<file path="src/rtl/bootseq_pkg.sv">
package bootseq_pkg;
  localparam int AddrW   = 16;
  localparam int DataW   = 16;
  localparam int NumWin  = 2;
  localparam int IdWords = 3;
  localparam int IdxW    = $clog2(IdWords + 1);
  localparam int ByteW   = 8;

  localparam logic [AddrW-1:0] WinLo [NumWin] = '{16'h0000, 16'h8000};
  localparam logic [AddrW-1:0] WinHi [NumWin] = '{16'h01FF, 16'h800F};

  localparam logic [DataW-1:0] CmdReset   = 16'h00F0;
  localparam logic [DataW-1:0] CmdArm     = 16'h00E0;
  localparam logic [DataW-1:0] CmdIdent   = 16'h0090;
  localparam logic [DataW-1:0] TriggerVal = 16'h0000;

  typedef struct packed {
    logic doReset;
    logic doLoad;
    logic doIdent;
  } strobe_t;
endpackage

</file>
<file path="src/rtl/bootseq_ctrl.sv">
module bootseq_ctrl
  import bootseq_pkg::*;
(
  input  logic             clk,
  input  logic             rst_n,
  input  logic             wrEn,
  input  logic [AddrW-1:0] wrAddr,
  input  logic [DataW-1:0] wrData,
  output strobe_t          strb,
  output logic             armed
);
  logic [NumWin-1:0] winHit;
  logic              cmdWrite;
  logic              armedNext;

  // One comparator per window; subtract-and-compare avoids a >= 0 test
  for (genvar g = 0; g < NumWin; g++) begin : g_win
    assign winHit[g] = (wrAddr - WinLo[g]) <= (WinHi[g] - WinLo[g]);
  end

  assign cmdWrite = wrEn && (|winHit);

  always_comb begin
    strb      = '0;
    armedNext = armed;
    if (cmdWrite) begin
      if (armed) begin
        armedNext   = 1'b0;
        strb.doLoad = (wrData == TriggerVal);
      end else begin
        case (wrData)
          CmdReset: begin
            strb.doReset = 1'b1;
            armedNext    = 1'b0;
          end
          CmdArm:   armedNext    = 1'b1;
          CmdIdent: strb.doIdent = 1'b1;
          default:  ;
        endcase
      end
    end
  end

  always_ff @(posedge clk or negedge rst_n) begin
    if (!rst_n) armed <= 1'b0;
    else        armed <= armedNext;
  end
endmodule

</file>
<file path="src/rtl/bootseq_dpath.sv">
module bootseq_dpath
  import bootseq_pkg::*;
#(
  parameter int PageStep = 4,
  parameter int PageBits = 8
) (
  input  logic             clk,
  input  logic             rst_n,
  input  strobe_t          strb,
  input  logic [DataW-1:0] blockAddr,
  input  logic             pageSetEn,
  input  logic [DataW-1:0] pageSetVal,
  input  logic [DataW-1:0] mfrId,
  input  logic [DataW-1:0] devId,
  input  logic [DataW-1:0] protStat,
  output logic [DataW-1:0] pageAddr,
  output logic             loadReq,
  output logic [DataW-1:0] loadBlock,
  output logic [DataW-1:0] loadPage,
  output logic             rstReq,
  output logic             bufWrEn,
  output logic [1:0]       bufWrAddr,
  output logic [DataW-1:0] bufWrData
);
  localparam logic [DataW-1:0] StepV    = DataW'(PageStep);
  localparam logic [DataW-1:0] PageMask = DataW'((1 << PageBits) - 1);
  localparam logic [IdxW-1:0]  LastIdx  = IdxW'(IdWords - 1);

  logic [IdWords-1:0][DataW-1:0] idSrc;
  logic [DataW-1:0]              idWord [IdWords];
  logic [IdxW-1:0]               idNext;
  logic                          idBusy;

  assign idSrc = {protStat, devId, mfrId};

  for (genvar g = 0; g < IdWords; g++) begin : g_id
    assign idWord[g] = {{(DataW-ByteW){1'b0}}, idSrc[g][ByteW-1:0]};
  end

  always_ff @(posedge clk or negedge rst_n) begin
    if (!rst_n) begin
      pageAddr  <= '0;
      loadReq   <= 1'b0;
      loadBlock <= '0;
      loadPage  <= '0;
      rstReq    <= 1'b0;
      bufWrEn   <= 1'b0;
      bufWrAddr <= '0;
      bufWrData <= '0;
      idNext    <= '0;
      idBusy    <= 1'b0;
    end else begin
      loadReq <= strb.doLoad;
      rstReq  <= strb.doReset;
      if (strb.doLoad) begin
        loadBlock <= blockAddr;
        loadPage  <= pageAddr;
      end
      if (pageSetEn)        pageAddr <= pageSetVal;
      else if (strb.doLoad) pageAddr <= (pageAddr + StepV) & PageMask;

      if (strb.doIdent) begin
        bufWrEn   <= 1'b1;
        bufWrAddr <= '0;
        bufWrData <= idWord[0];
        idNext    <= IdxW'(1);
        idBusy    <= 1'b1;
      end else if (idBusy) begin
        bufWrEn   <= 1'b1;
        bufWrAddr <= 2'(idNext);
        bufWrData <= idWord[idNext];
        idNext    <= idNext + 1'b1;
        if (idNext == LastIdx) idBusy <= 1'b0;
      end else begin
        bufWrEn <= 1'b0;
      end
    end
  end
endmodule

</file>
<file path="src/rtl/bootseq_top.sv">
module bootseq_top
  import bootseq_pkg::*;
(
  input  logic        clk,
  input  logic        rst_n,
  input  logic        wrEn,
  input  logic [15:0] wrAddr,
  input  logic [15:0] wrData,
  input  logic [15:0] blockAddr,
  input  logic        pageSetEn,
  input  logic [15:0] pageSetVal,
  input  logic [15:0] mfrId,
  input  logic [15:0] devId,
  input  logic [15:0] protStat,
  output logic        armed,
  output logic [15:0] pageAddr,
  output logic        loadReq,
  output logic [15:0] loadBlock,
  output logic [15:0] loadPage,
  output logic        rstReq,
  output logic        bufWrEn,
  output logic [1:0]  bufWrAddr,
  output logic [15:0] bufWrData
);
  strobe_t strb;

  bootseq_ctrl u_ctrl (
    .clk(clk), .rst_n(rst_n), .wrEn(wrEn), .wrAddr(wrAddr),
    .wrData(wrData), .strb(strb), .armed(armed)
  );

  bootseq_dpath #(.PageStep(4), .PageBits(8)) u_dpath (
    .clk(clk), .rst_n(rst_n), .strb(strb), .blockAddr(blockAddr),
    .pageSetEn(pageSetEn), .pageSetVal(pageSetVal), .mfrId(mfrId),
    .devId(devId), .protStat(protStat), .pageAddr(pageAddr),
    .loadReq(loadReq), .loadBlock(loadBlock), .loadPage(loadPage),
    .rstReq(rstReq), .bufWrEn(bufWrEn), .bufWrAddr(bufWrAddr),
    .bufWrData(bufWrData)
  );
endmodule

</file>
<file path="config.mk">
export PLATFORM = sky130hd
export DESIGN_NAME = bootseq_top
export DESIGN_NICKNAME = d
export VERILOG_FILES = /design/src/rtl/bootseq_pkg.sv /design/src/rtl/bootseq_ctrl.sv /design/src/rtl/bootseq_dpath.sv /design/src/rtl/bootseq_top.sv
export SDC_FILE = /design/constraint.sdc
export NUM_CORES = 1
export LEC_CHECK = 0
export ABC_AREA = 1
export BUFFER_PORTS_ARGS = -buffer_cell sky130_fd_sc_hd__buf_4
export CAP_MARGIN = 30
export CORE_MARGIN = 3
export CORE_UTILIZATION = 35
export CTS_BUF_LIST = sky130_fd_sc_hd__clkbuf_8 sky130_fd_sc_hd__clkbuf_16
export DETAILED_ROUTE_END_ITERATION = 7
export PLACE_DENSITY = 0.66
export SLEW_MARGIN = 10
export SYNTH_ARGS = -nofsm -noshare
export SYNTH_HDL_FRONTEND = slang
export SYNTH_SLANG_ARGS = --single-unit
</file>
<file path="constraint.sdc">
create_clock -name clk -period 2.71 [get_ports clk]
set_input_delay 0.271 -clock clk [delete_from_list [all_inputs] [get_ports clk]]
set_output_delay 0.271 -clock clk [all_outputs]
set_load 0.05 [all_outputs]
</file>
==> flow_summary.yaml <==
clocking:
  root_buffer: "clkbuf_8"
  clkLatencyLatePin_ns: 0.33
  cts_hold_buf: 0
  clk_pin_slew_ns: 0.08
  htree_num_levels: 3
  clkSinkCount: 65
  numCtsBuffers: 9
  cts_setup_buffers: 0
  cts_tree: "done"
  clockBufferDepth: 2
  post_cts_resize_count: 0
sta:
  period_needed_ns: 1.82
  hold_viol_final: 0
  max_freq_ghz: 0.550
  rsz0062_at_grt: "no"
  slew_headroom_pct: 44.3
  finalMaxSlewViolations: 0
  setup_viol: 0
  setup_tns_ns: 0
  holdWs_ns: 0.0191
  tightest_slew_ns: 0.836
  fin_crit_sh_pct: 67.1
  skew_ns: 0.0119
detailed_routing:
  drt_wl_total_mm: 8.66
  drc: 0
  drt_iter0_markers: 80
  num_vias: 3091
  ant_nets: 0
  wire_per_inst_um: 12.9
  viasPerCell: 4.61
  dr.pass1.iters: 4
setup_path:
  end_kind: "register"
  arrival_ns: 2.09
  crit_type: "reg2reg"
  crit_fanout: 35
  worstPathRequired_ns: 2.99
  reg2reg_from: "u_ctrl.armed"
  worst_setup_path_start_kind: "register"
  r2r_setup_slack_ns: 0.89
  rr_worst_depth: 7
  r2r_end: "u_dpath.pageAddr[6]"
logic_synthesis:
  synthFlopType: "dfrtp_1"
  synth_edf_count: 0
  syn_area_um2: 3180
  synth-compound-area-share_pct: 10.6
  synth_seq_cells: 65
  synth_fa_ha_area_share_pct: 0.787
  synthSimpleGateAreaFrac_pct: 29.2
  netlist_top_cells_count: "nand2_1 (171), dfrtp_1 (65), o21ai_0 (44)"
  synth_xor_area_share_pct: 0
  yosysSeqAreaShare_pct: 51.2
  post-synth-top-count-cell: "nand2_1"
  synthMuxAreaShare_pct: 0.354
  ys_types: 29
  synth_top_area_cell: "dfrtp_1"
  syn_inst: 414
  synth_warnings: 0
  synth_area_per_cell_um2: 7.68
  synth_top_area_share_pct: 51.2
  synth_area_leaders: "dfrtp_1 (51%), nand2_1 (20%), o21ai_0 (6.9%), nor2_1 (4.8%), inv_1 (3.0%)"
  synthArstFlopShare_pct: 100
  synth_top_family_by_area: "simple AND/OR/NAND/NOR gates"
power:
  power_frac_comb_pct: 16.5
  p_switching_mw: 0.673
  power_density_nw_per_um2: 540
  peakVddDrop_mv: 0.341
  p_clk_share_pct: 41.5
  netSwitchingFraction_pct: 27.2
  leakagePower_nw: 2.57
  power_frac_seq_pct: 42.0
  internal_power_mw: 1.80
outcome:
  status: "finished clean"
floorplan:
  die_area_um2: 10300
  start_util_pct: 36.3
  top_level_ports: 186
  die_h_um: 101
  rows: 34
  die_w_um: 101
  core-area_um2: 8760
global_route:
  antenna_found_initial: 0
  grt_max_degree: 66
  use_met2_pct: 30.5
  top_usage_layer: "met2"
  overflow: 0
  met1_usage_pct: 21.0
  grt_usage_pct: 17.1
  grt_util_met3_pct: 2.41
  grt_pass1_wl_mm: 14.1
  grt_pass1_vias: 2994
min_path:
  hold_path_class: "in2async"
final_layout:
  synthToLayoutAreaGrowth_pct: 44.1
  drive_above_1_share_pct: 31.6
  fin_nets: 676
  diodes: 0
  post-route-util_pct: 52.3
placed_design:
  hpwl_mm: 6.32
  io_buffers: 149
  gp_congestion: 0.807
run:
  maxCapViolCount: 0
## per-layer routing
| layer | wire, µm | part of all wire [%] |
|---|---|---|
| met5 | 0 | 0 |
| met1 | 3740 | 43 |
| met4 | 65 | 0.75 |
| met3 | 377 | 4.4 |
| met2 | 4480 | 52 |
## sequential cells by signal (all words and copies together) (netlist names)
name / count
u_dpath.rstReq: 1
u_dpath.bufWrEn: 1
u_dpath.loadPage: 16
u_dpath.bufWrData: 8
u_dpath.bufWrAddr: 2
u_dpath.idNext: 2
u_dpath.loadReq: 1
u_dpath.pageAddr: 16
u_ctrl.armed: 1
u_dpath.idBusy: 1
u_dpath.loadBlock: 16
## layout make-up
class / count / area (µm²)
fillers: 856 / 4180
repair buffers: 151 / 1130
inverters: 27 / 101
multi-input cells: 304 / 1330
clock inverters: 6 / 114
flip-flops and latches: 65 / 1630
well taps: 108 / 135
clock buffers: 10 / 138
## cells in the final DEF, fill, tap and decap left out, types with 2 or more instances in the layout
master / count
conb_1: 8
a21boi_0: 2
inv_1: 25
nor2_1: 41
clkinvlp_4: 2
a21oi_1: 12
ha_1: 2
nor2_4: 2
dfrtp_1: 65
nand3_1: 8
or2_2: 2
o21ai_0: 44
clkbuf_8: 10
bufinv_16: 3
nor3_1: 2
nand2_1: 171
buf_4: 151
## worst max-delay path: stages, from the launching register on
cell      delay [ns]
dfrtp_1         0.40
nand2_1         0.08
nor3_2          0.17
nand3_4         0.34
nor2_4          0.16
buf_4           0.36
a21boi_0        0.15
nand2_1         0.08
## cell families after synthesis
logic type / count (synthesis)
compound gates: 62
fa+ha+maj: 2
buf+inv: 52
flops: 65
mux: 1
other cells: 1
simple gates: 231
## power by group through the flow
stage	clock network, mW	logic [mW]	registers, mW
after floorplan	0	0.112	1.17
after global placement	0	0.407	1.05
after detailed placement	0	0.413	1.06
after CTS	1.05	0.414	1.04
after global routing	1.10	0.441	1.04
final	1.03	0.409	1.04
## stage by stage
| step | setup WS [ns] | power [mW] | std cells | instance area (µm²) |
|---|---|---|---|---|
| 3_5_place_dp | 0.763 | 1.47 | 655 | 4330 |
| 4_1_cts | 0.864 | 2.51 | 671 | 4580 |
| 6_report | 0.891 | 2.47 | 671 | 4580 |
| 2_1_floorplan | 1.01 | 1.28 | 421 | 3200 |
| 5_1_grt | 0.694 | 2.59 | 671 | 4580 |
| 3_3_place_gp | 0.783 | 1.46 | 655 | 4330 |
## worst max path at each step
stage | start | endpoint | slack (ns) | depth (start not counted)
detailed placement | wrData[13] | u_dpath.pageAddr[5] | 0.76 | 9
floorplan | u_dpath.pageAddr[2] | u_dpath.pageAddr[6] | 1.01 | 8
global route | u_ctrl.armed | u_dpath.pageAddr[5] | 0.69 | 7
global placement | wrData[15] | u_dpath.pageAddr[5] | 0.78 | 9
finish | u_ctrl.armed | u_dpath.pageAddr[6] | 0.89 | 7
CTS | u_ctrl.armed | u_dpath.pageAddr[5] | 0.86 | 7
No activity file was read; power rests on OpenSTA's default activity.
